File: src/rtl/clk_failover_mon.sv
module clk_failover_mon #(
  parameter int PERIOD_CNT = 16,
  parameter int MARGIN     = 4
) (
  input  logic smp_clk,
  input  logic rst_n,
  input  logic ref_clk0,
  input  logic ref_clk1,
  input  logic pref_sel,
  input  logic man_ovr,
  input  logic alarm_clr,
  output logic bad0,
  output logic bad1,
  output logic clk_in_use,
  output logic mux_sel
);
  localparam int LIMIT = PERIOD_CNT + MARGIN;
  localparam int CW    = $clog2(LIMIT + 1);
  localparam logic [CW-1:0] LIM = CW'(LIMIT);

  logic [1:0]    s1, s2, s3, bad_q;
  logic [CW-1:0] cnt [2];
  logic          sel_q, init_q;

  wire [1:0] ref_in = {ref_clk1, ref_clk0};
  wire [1:0] edge_s = s2 ^ s3;
  wire [1:0] stuck  = {cnt[1] == LIM, cnt[0] == LIM};
  wire       fail   = bad_q[sel_q] && !bad_q[~sel_q];

  always_ff @(posedge smp_clk or negedge rst_n) begin
    if (!rst_n) begin
      s1 <= '0;
      s2 <= '0;
      s3 <= '0;
      bad_q <= '0;
      for (int i = 0; i < 2; i++) cnt[i] <= '0;
    end else begin
      s1 <= ref_in;
      s2 <= s1;
      s3 <= s2;
      for (int i = 0; i < 2; i++) begin
        if (edge_s[i])        cnt[i] <= '0;
        else if (!stuck[i])   cnt[i] <= cnt[i] + 1'b1;
        if (alarm_clr)        bad_q[i] <= 1'b0;
        else if (stuck[i])    bad_q[i] <= 1'b1;
      end
    end
  end

  always_ff @(posedge smp_clk or negedge rst_n) begin
    if (!rst_n) begin
      sel_q  <= 1'b0;
      init_q <= 1'b0;
    end else begin
      init_q <= 1'b1;
      if (!init_q || man_ovr) sel_q <= pref_sel;
      else if (fail)          sel_q <= ~sel_q;
    end
  end

  assign bad0       = bad_q[0];
  assign bad1       = bad_q[1];
  assign mux_sel    = sel_q;
  assign clk_in_use = sel_q;
endmodule


File: config.mk
export PLATFORM = sky130hd
export DESIGN_NAME = clk_failover_mon
export DESIGN_NICKNAME = d
export VERILOG_FILES = /design/src/rtl/clk_failover_mon.sv
export SDC_FILE = /design/constraint.sdc
export NUM_CORES = 1
export LEC_CHECK = 0
export BUFFER_PORTS_ARGS = -buffer_cell sky130_fd_sc_hd__clkbuf_2
export CAP_MARGIN = 40
export CORE_UTILIZATION = 45
export DETAILED_ROUTE_END_ITERATION = 16
export GPL_TIMING_DRIVEN = 0
export SLEW_MARGIN = 30
export SYNTH_ARGS = -nofsm -noshare
export SYNTH_HDL_FRONTEND = slang
export SYNTH_SLANG_ARGS = --single-unit
File: constraint.sdc
create_clock -name smp_clk -period 2.7 [get_ports smp_clk]
set_input_delay 0.405 -clock smp_clk [delete_from_list [all_inputs] [get_ports smp_clk]]
set_output_delay 0.405 -clock smp_clk [all_outputs]
set_load 0.02 [all_outputs]
## Yosys cells after proc, flatten, opt, wreduce, memory -nomap -nowiden

Cells that the tools add are included.

| storage, ports and cells | value |
|---|---|
| flip-flop bits (word level) | 20 |
| input bits | 7 |
| output and inout port bits | 4 |
| word-level logic and storage cells | 40 |

| cells by class | value |
|---|---|
| $add $sub $neg | 2 |
| magnitude comparators | 2 |
| equality and inequality tests | 4 |
| mux-type cells | 14 |
| bitwise logic cells | 2 |
| reduce and logical (&&, ||, !) cells | 7 |

Operators with widths:

| operator | count |
|---|---|
| 2-to-1 mux 5 bit | 4 |
| adder 5 x 1 -> 5 bit (second input constant) | 2 |
| == test 5 bit (second input constant) | 2 |
| 2-to-1 mux 1 bit | 10 |
| nonzero test 2 bit | 3 |
| less-than comparator 1 x 2 -> 1 bit (second input constant) | 2 |
| inequality test 2 bit (second input constant) | 2 |
| zero test 1 bit | 2 |
| bitwise XOR 2 bit | 1 |
| logical AND 1 bit | 1 |
| logical OR 1 bit | 1 |
| inverter 1 bit | 1 |

## Longest topological paths before layout

Gate-level depths: netlist of run 1.

| depth | value |
|---|---|
| depth after elaboration | 7 |
| gate-level depth with buffers | 5 |
| mapped depth without buffers | 5 |

## Least setup slack after synthesis of run 1

No wires, ideal clock.

| path | value |
|---|---|
| path type | reg2reg |
| from | register bad_q[1] |
| to | register sel_q, in the netlist clk_in_use |
| library setup time | 0.125 ns |
| data arrival time | 1.034 ns |
| required time | 2.575 ns |
| setup slack | 1.541 ns |
| stages on the path, launching flop included | 4 |
| path buffers | 0 |
| period minus slack after synthesis | 1.159 ns |
| cell sequence | dfrtp_1 inv_1 maj3_2 mux2_2 |

| on the way | value |
|---|---|
| cells in the longest elaborated chain, start to end | 5 |
| elaborated cells on any way between the ends | 7 |
| classes of those cells | 4 x mux; 3 x reduce/logical |

RTL lines:

| what | line | RTL |
|---|---|---|
| start: declaration | 21 | `logic [1:0] s1, s2, s3, bad_q;` |
| start signal: assignment | 35 | `bad_q <= '0;` |
| start signal: indexed assignment | 44 | `if (alarm_clr) bad_q[i] <= 1'b0;` |
| start signal: indexed assignment | 45 | `else if (stuck[i]) bad_q[i] <= 1'b1;` |
| 2-to-1 mux 1 bit (implied by the code) (2 in a row) | 28 | `wire fail = bad_q[sel_q] && !bad_q[~sel_q];` |
| zero test 1 bit | 28 |  |
| logical AND 1 bit * | 28 |  |
| nonzero test 2 bit (no line) * | n/a |  |
| end signal: assignment | 56 | `if (!init_q \|\| man_ovr) sel_q <= pref_sel;` |
| end signal: assignment | 57 | `else if (fail) sel_q <= ~sel_q;` |
| end: declaration | 23 | `logic sel_q, init_q;` |

Mark *: on every way between the ends. The rest lies on a longest branch, timed or not. The select of a mux whose other input is x is not followed.
A chain may end at the register's enable or synchronous reset.

## Final worst setup path of run 1

| path | value |
|---|---|
| from | register sel_q, in the netlist clk_in_use |
| to | output port mux_sel |

RTL lines:

| what | line | RTL |
|---|---|---|
| end: declaration | 15 | `output logic mux_sel` |

No word-level cell between the ends.

==> insert_results.sql, run 1 <==
INSERT INTO impl_metrics (metric_group, metric, value, unit) VALUES
('worst_setup_path', 'reg2reg_slack', '1.38', 'ns'),
('placed_design', 'post_dp_cell_area', '897', 'um^2'),
('pwr', 'power_report.internal_total', '502', 'uW'),
('finish', 'utilization', '0.556', ''),
('worst_hold_path', 'min-delay-path-class', 'in -> async', ''),
('finish', 'layout.cells.most_common', 'sky130_fd_sc_hd__dfrtp_1', ''),
('worst_setup_path', 'critical_path_cell_sequence', 'buf_4, clkbuf_2', ''),
('global_routing', 'first_global_vias', '457', ''),
('die', 'fp.dieH', '44.6', 'um'),
('logic_synthesis', 'syn_nets', '76', ''),
('die', 'floorplan.die.width', '44.6', 'um'),
('placed_design', 'numPortBuffers', '10', ''),
('outcome', 'run_status', 'complete, no violations', ''),
('cts', 'post_cts_resize_count', '0', ''),
('run', 'max_cap_violations', '0', ''),
('die', 'dieArea', '1990', 'um^2'),
('timing', 'final.period_utilization', '0.519', ''),
('cts', 'htree_levels', '1', ''),
('die', 'design.core.area', '1710', 'um^2'),
('cts', 'clock_tree.buffer_depth', '2', ''),
('cts', 'clockRootBuffer', 'sky130_fd_sc_hd__clkbuf_4', ''),
('worst_setup_path', 'crit_path_max_incr_delay', '0.42', 'ns'),
('logic_synthesis', 'synthesis.instances', '65', ''),
('timing', 'number_of_hold_slack_violations_in_the_final_timing_report', '0', ''),
('pwr', 'power.share.clock', '0.367', ''),
('pwr', 'switching_power', '141', 'uW'),
('cts', 'post-cts-setup-buffer-count', '0', ''),
('die', 'row_count', '15', ''),
('worst_setup_path', 'number_of_buffers_and_inverters_on_the_critical_path', '2', ''),
('pwr', 'comb_power_share', '0.104', ''),
('timing', 'timing.final.max_slew_violations', '0', ''),
('cts', 'cts.sinks', '20', ''),
('timing', 'setup-tns-final', '0', 'ns'),
('worst_setup_path', 'timing.critical_path.slowest_stage_cell', 'sky130_fd_sc_hd__dfrtp_1', ''),
('timing', 'finalClockSkew', '0.00345', 'ns'),
('placed_design', 'place_congestion', '0.728', ''),
('worst_setup_path', 'cp_max_fo', '3', ''),
('finish', 'layout-drive-gt1-share', '0.215', ''),
('route', 'antenna_violating_nets_remaining', '0', ''),
('timing', 'layout_min_cycle_time', '1.40', 'ns'),
('timing', 'timing.final.setup_violations', '0', ''),
('finish', 'filler_cell_count', '141', ''),
('finish', 'final_cell_mix', '20 x sky130_fd_sc_hd__dfrtp_1, 10 x sky130_fd_sc_hd__clkbuf_2, 6 x sky130_fd_sc_hd__inv_1, 6 x sky130_fd_sc_hd__xor2_1, 6 x sky130_fd_sc_hd__nor2_1', ''),
('logic_synthesis', 'synthesized_area', '816', 'um^2'),
('timing', 'grt_setup_unrepaired', 'no', ''),
('route', 'number_of_drc_violations_after_detailed_routing_iteration_0', '10', ''),
('placed_design', 'dp_hpwl', '818', 'um'),
('cts', 'cts-hold-fix-buffers', '0', ''),
('die', 'ioPinCount', '11', ''),
('global_routing', 'first_pass_grt_wire_length', '2.05', 'mm'),
('timing', 'fmaxAchievable', '0.714', 'GHz'),
('route', 'drt_wl_total', '1.14', 'mm'),
('die', 'floorplan.initialDensity', '0.478', ''),
('cts', 'clk_pin_slew_worst_paths', '0.11', 'ns'),
('route', 'post-route-drc-count', '0', ''),
('cts', 'clk-insertion-delay-late', '0.29', 'ns'),
('worst_setup_path', 'worst_path_dominant_cell_family', 'flip-flops', ''),
('worst_setup_path', 'worstSetupEndpointType', 'output port', ''),
('finish', 'syn2layout_area_growth', '16.4', '%'),
('finish', 'nets', '91', ''),
('global_routing', 'grt.overflow.total', '0', ''),
('pwr', 'sw_frac_of_total', '0.220', ''),
('worst_setup_path', 'worst_ep_arrival_time', '1.00', 'ns'),
('route', 'drt-vias-per-instance', '4.46', ''),
('pwr', 'power_leakage', '0.465', 'nW'),
('worst_setup_path', 'required', '2.30', 'ns'),
('route', 'via_count', '464', ''),
('worst_setup_path', 'setup.worst_path.start_class', 'flip-flop', ''),
('route', 'first_pass_iteration_count_of_the_detailed_router', '4', ''),
('pwr', 'ir_drop', '0.618', 'mV'),
('placed_design', 'placed_insts', '100', '');
==> metal layers <==
layer	global-route usage	part of all wire	vias up	wire length, um
li1	-	-	237	-
met5	0	0	-	0
met3	0.0408	0.036	0	41
met1	0.207	0.52	219	597
met4	0.0727	0	0	0
met2	0.212	0.44	8	501
==> kinds of logic (layout without fill, tap and decap cells) <==
family	count (synthesis)	count (layout)	synth area share
other cells	1	1	0.00460
simple gates	15	15	0.0997
compound gates	5	5	0.0353
flops	20	20	0.613
buf+inv	7	21	0.0368
fa+ha+maj	5	5	0.0752
xor+xnor	9	9	0.0966
mux	3	3	0.0383
==> worst register-to-register path, delay by kind of cell (launching register included) <==
family                   cells  cell delay, ns
flip-flops                   1            0.44
AND/OR/NAND/NOR              2            0.32
multiplexers                 1            0.23
adder cells (fa/ha/maj)      1            0.14
buffers and inverters        1            0.07
==> cell usage after synthesis <==
library cell,count,area [um^2]
sky130_fd_sc_hd__a21oi_1,3,15.0
sky130_fd_sc_hd__a31oi_1,1,6.26
sky130_fd_sc_hd__buf_4,1,7.51
sky130_fd_sc_hd__conb_1,1,3.75
sky130_fd_sc_hd__dfrtp_1,20,500
sky130_fd_sc_hd__ha_1,4,50.1
sky130_fd_sc_hd__inv_1,6,22.5
sky130_fd_sc_hd__maj3_2,1,11.3
sky130_fd_sc_hd__mux2_2,1,11.3
sky130_fd_sc_hd__mux2i_1,2,20.0
sky130_fd_sc_hd__nand3_1,4,20.0
sky130_fd_sc_hd__nand4b_1,2,17.5
sky130_fd_sc_hd__nor2_1,6,22.5
sky130_fd_sc_hd__nor2b_1,1,6.26
sky130_fd_sc_hd__nor3b_1,2,15.0
sky130_fd_sc_hd__o21bai_1,1,7.51
sky130_fd_sc_hd__xnor2_1,3,26.3
sky130_fd_sc_hd__xor2_1,6,52.6
==> path summary, 6_finish.rpt <==
path,start,endpoint,cells after the start
worst min-delay path,rst_n,s3[1]$_DFF_PN0_,1
min in group smp_clk,ref_clk1,s1[1]$_DFF_PN0_,1
worst max register to register,cnt[0]$_DFFE_PN0P_,cnt[1]$_DFFE_PN0P_,5
worst min register to register,s1[0]$_DFF_PN0_,s2[0]$_DFF_PN0_,0
worst max-delay path,clk_in_use$_DFFE_PN0P_,mux_sel,2
max in group asynchronous,rst_n,cnt[7]$_DFFE_PN0P_,1
==> stage by stage <==
step	power (mW)	setup slack, ns	hold slack, ns
floorplan	0.388	1.54	0.109
global placement	0.409	1.41	0.331
detailed placement	0.414	1.40	0.336
CTS	0.654	1.28	0.0496
global route	0.679	1.23	0.0711
finish	0.643	1.30	0.0440
==> area by class of cell <==
class,instances,area [um^2],share of cell area
buffer,1,7.51,0.00791
clock buffer,3,22.5,0.0237
clock inverter,1,30.0,0.0316
inverter,6,22.5,0.0237
multi-input combinational,38,285,0.300
sequential,20,500,0.527
tap,25,31.3,0.0329
timing repair buffer,10,50.0,0.0527
==> power groups by stage <==
stage	clock network [mW]	registers [mW]	logic, mW
2_1_floorplan	0	0.343	0.0449
3_3_place_gp	0	0.345	0.0645
3_5_place_dp	0	0.346	0.0675
4_1_cts	0.245	0.341	0.0679
5_1_grt	0.257	0.344	0.0778
6_report	0.236	0.340	0.0667
==> flip-flops by register name, indices dropped and copies added (netlist names) <==
signal / cells
bad_q: 2
s1: 2
cnt: 10
s3: 2
s2: 2
init_q: 1
clk_in_use: 1
No activity file was read; power rests on OpenSTA's default activity.
==> run 2, diff against run 1 <==
--- a/config.mk
+++ b/config.mk
@@ -10,6 +10,7 @@
 export CORE_UTILIZATION = 45
 export DETAILED_ROUTE_END_ITERATION = 16
 export GPL_TIMING_DRIVEN = 0
+export PLACE_DENSITY = 0.67
 export SLEW_MARGIN = 30
 export SYNTH_ARGS = -nofsm -noshare
 export SYNTH_HDL_FRONTEND = slang
==> constraint.sdc (replaced) <==
create_clock -name smp_clk -period 1.2 [get_ports smp_clk]
set_input_delay 0.18 -clock smp_clk [delete_from_list [all_inputs] [get_ports smp_clk]]
set_output_delay 0.18 -clock smp_clk [all_outputs]
set_load 0.02 [all_outputs]
==> run 2 against run 1 <==
Against the previous run: the flow now finishes with violations (setup timing); clock power increased by 27%; register-to-register slack got worse by 1.5 ns; via count increased by 13%; clock skew increased by 0.0029 ns; sequential cell count unchanged; combinational power increased to 3.5 times the previous value; design area increased by 7.5%; first-iteration DRC count decreased by 70%; core utilization increased by 4.2 points; critical path depth increased by 3; wire length increased by 13%; final cell count increased by 6.7%.
==> insert_results.sql, run 2 (synthesis gave the netlist of run 1 again) <==
INSERT INTO impl_metrics (metric_group, metric, value, unit) VALUES
('outcome', 'run_status', 'complete, but fails checks', ''),
('outcome', 'violated_checks', 'setup timing', ''),
('timing', 'setup-tns-final', '-0.179', 'ns'),
('cts', 'clk-insertion-delay-late', '0.29', 'ns'),
('route', 'drt_wl_total', '1.29', 'mm'),
('timing', 'timing.final.max_slew_violations', '0', ''),
('cts', 'htree_levels', '1', ''),
('worst_setup_path', 'worst_r2r_endpoint', 'cnt[5]$_DFFE_PN0P_', ''),
('global_routing', 'grt_use_total', '0.155', ''),
('global_routing', 'first_global_vias', '511', ''),
('route', 'drt-vias-per-instance', '4.71', ''),
('finish', 'layout.cells.most_common', 'sky130_fd_sc_hd__dfrtp_1', ''),
('worst_setup_path', 'timing.critical_path.slowest_stage_cell', 'sky130_fd_sc_hd__dfrtp_1', ''),
('pwr', 'ir_drop', '0.918', 'mV'),
('placed_design', 'placed_insts', '100', ''),
('die', 'dieArea', '1990', 'um^2'),
('timing', 'fmaxAchievable', '0.776', 'GHz'),
('placed_design', 'numPortBuffers', '10', ''),
('finish', 'final_non_filler_cell_total', '111', ''),
('timing', 'post-route-worst-setup-slack', '-0.0880', 'ns'),
('timing', 'finalHoldWorstSlack', '0.0361', 'ns'),
('die', 'floorplan.initialDensity', '0.478', ''),
('route', 'wire_length_per_cell_after_detailed_routing', '11.6', 'um'),
('placed_design', 'dp_hpwl', '820', 'um'),
('worst_setup_path', 'worst-setup-path-type', 'reg -> reg', ''),
('global_routing', 'grt_antenna_before_repair', '0', ''),
('worst_setup_path', 'setup.worst_path.start_class', 'flip-flop', ''),
('worst_setup_path', 'crit_path_max_incr_delay', '0.39', 'ns'),
('worst_hold_path', 'min-delay-path-class', 'in -> reg', ''),
('route', 'met3WireLength', '42', 'um'),
('worst_setup_path', 'required', '1.37', 'ns'),
('timing', 'number_of_hold_slack_violations_in_the_final_timing_report', '0', ''),
('finish', 'syn2layout_area_growth', '25.2', '%'),
('cts', 'clock_tree.buffer_depth', '2', ''),
('route', 'via_count', '523', ''),
('route', 'number_of_drc_violations_after_detailed_routing_iteration_0', '3', ''),
('route', 'antenna_violating_nets_remaining', '0', ''),
('worst_setup_path', 'worstSetupEndpointType', 'flip-flop', ''),
('die', 'floorplan.die.width', '44.6', 'um'),
('worst_hold_path', 'worst_hold_path.num_cells', '2', ''),
('timing', 'finalClockSkew', '0.00639', 'ns'),
('cts', 'cts.sinks', '20', ''),
('run', 'max_cap_violations', '0', ''),
('worst_setup_path', 'reg2reg_start', 'cnt[5]$_DFFE_PN0P_', ''),
('worst_setup_path', 'setup.worst_path.start', 'cnt[5]$_DFFE_PN0P_', ''),
('pwr', 'power_leakage', '0.491', 'nW'),
('cts', 'cts_tree', 'done', ''),
('placed_design', 'place_congestion', '0.665', ''),
('global_routing', 'first_pass_grt_wire_length', '2.14', 'mm'),
('timing', 'layout_min_cycle_time', '1.29', 'ns'),
('route', 'route.met2.wl', '605', 'um'),
('die', 'design.core.area', '1710', 'um^2'),
('route', 'drt-met1-wl', '624', 'um'),
('finish', 'antennaDiodeCount', '0', ''),
('timing', 'final.period_utilization', '1.07', ''),
('route', 'post-route-drc-count', '0', ''),
('worst_setup_path', 'worst_ep_arrival_time', '1.46', 'ns'),
('finish', 'largest-register', 'cnt', ''),
('finish', 'layout-drive-gt1-share', '0.302', ''),
('worst_setup_path', 'worst-r2r-cell-count', '5', ''),
('die', 'row_count', '15', ''),
('cts', 'cts_buffers', '3', ''),
('route', 'routed.top_layer', 'met4', ''),
('die', 'ioPinCount', '11', ''),
('route', 'first_pass_iteration_count_of_the_detailed_router', '3', ''),
('cts', 'clk_pin_slew_worst_paths', '0.10', 'ns'),
('cts', 'clockRootBuffer', 'sky130_fd_sc_hd__clkbuf_4', ''),
('finish', 'utilization', '0.598', ''),
('global_routing', 'grt_max_degree', '21', ''),
('worst_hold_path', 'hold_start', 'alarm_clr', ''),
('finish', 'largest_reg_flops', '10', ''),
('timing', 'timing.final.setup_violations', '4', ''),
('global_routing', 'grt.overflow.total', '0', ''),
('die', 'fp.dieH', '44.6', 'um'),
('pwr', 'power-per-cell-area', '1260', 'nW/um^2'),
('worst_hold_path', 'worstHoldEndpoint', 'bad_q[1]$_DFFE_PN0P_', ''),
('timing', 'grt_setup_unrepaired', 'yes', ''),
('worst_setup_path', 'cp_max_fo', '5', ''),
('worst_setup_path', 'reg2reg_slack', '-0.09', 'ns'),
('finish', 'nets', '99', ''),
('finish', 'final_cell_mix', '20 x sky130_fd_sc_hd__dfrtp_1, 9 x sky130_fd_sc_hd__clkbuf_2', ''),
('worst_setup_path', 'critical_path_cell_sequence', 'inv_1, ha_2, nand4b_1, xnor2_1, nor2_1', '');
[run 2: cell count changes in the layout (fill, tap and decap cells not counted), sizes merged]
cell         before  now
clkbuf           13   12
dlygate4sd3       0    3
buf               1    7
bufinv            1    0
[run 2: power breakdown]
part           leakage [nW]  internal [mW]  switching [mW]
Sequential            0.256          0.720          0.0299
Clock                0.0138          0.117           0.183
Combinational         0.221          0.119           0.114
[run 2: per-layer routing]
metal  GRT usage  vias up
met5           0        -
met4       0.109        0
met3      0.0367        2
met2       0.235       12
met1       0.196      256
li1            -      253
[run 2: final cells by class]
class                      count  area [um^2]
fill                         145          687
sequential                    20          500
multi-input combinational     38          313
timing repair buffer          19          131
tap                           25         31.3
clock buffer                   3         22.5
inverter                       6         22.5
[run 2: worst max-delay path by stage]
stage                        endpoint  slack, ns  depth (start not counted)
2_1_floorplan  clk_in_use$_DFFE_PN0P_       0.04                          3
3_3_place_gp       cnt[0]$_DFFE_PN0P_      -0.08                          5
3_5_place_dp       cnt[6]$_DFFE_PN0P_       -0.1                          5
4_1_cts            cnt[5]$_DFFE_PN0P_      -0.05                          5
5_1_grt            cnt[6]$_DFFE_PN0P_      -0.17                          5
6_report           cnt[5]$_DFFE_PN0P_      -0.09                          5
[run 2: critical path, delay by kind of cell (launching register included)]
kind	cells	cell delay [ns]
flops	1	0.39
simple gates	2	0.31
xor+xnor	1	0.25
fa+ha+maj	1	0.16
buf+inv	1	0.06
[run 2: metrics by stage]
stage / instance area, um^2 / setup slack, ns / power (mW)
floorplan: 816 / 0.0410 / 0.874
global placement: 897 / -0.0792 / 0.920
detailed placement: 897 / -0.0971 / 0.931
CTS: 987 / -0.0543 / 1.28
global route: 1020 / -0.172 / 1.36
finish: 1020 / -0.0880 / 1.28
[run 2: repair_timing]
item,4_1_cts,5_1_grt
gates resized for setup,0,9
pin swaps,1,5
endpoints found under the hold margin,22,0
hold buffers,3,0
cloned,0,0
buffers inserted,5,1
endpoints found under the setup margin,7,10
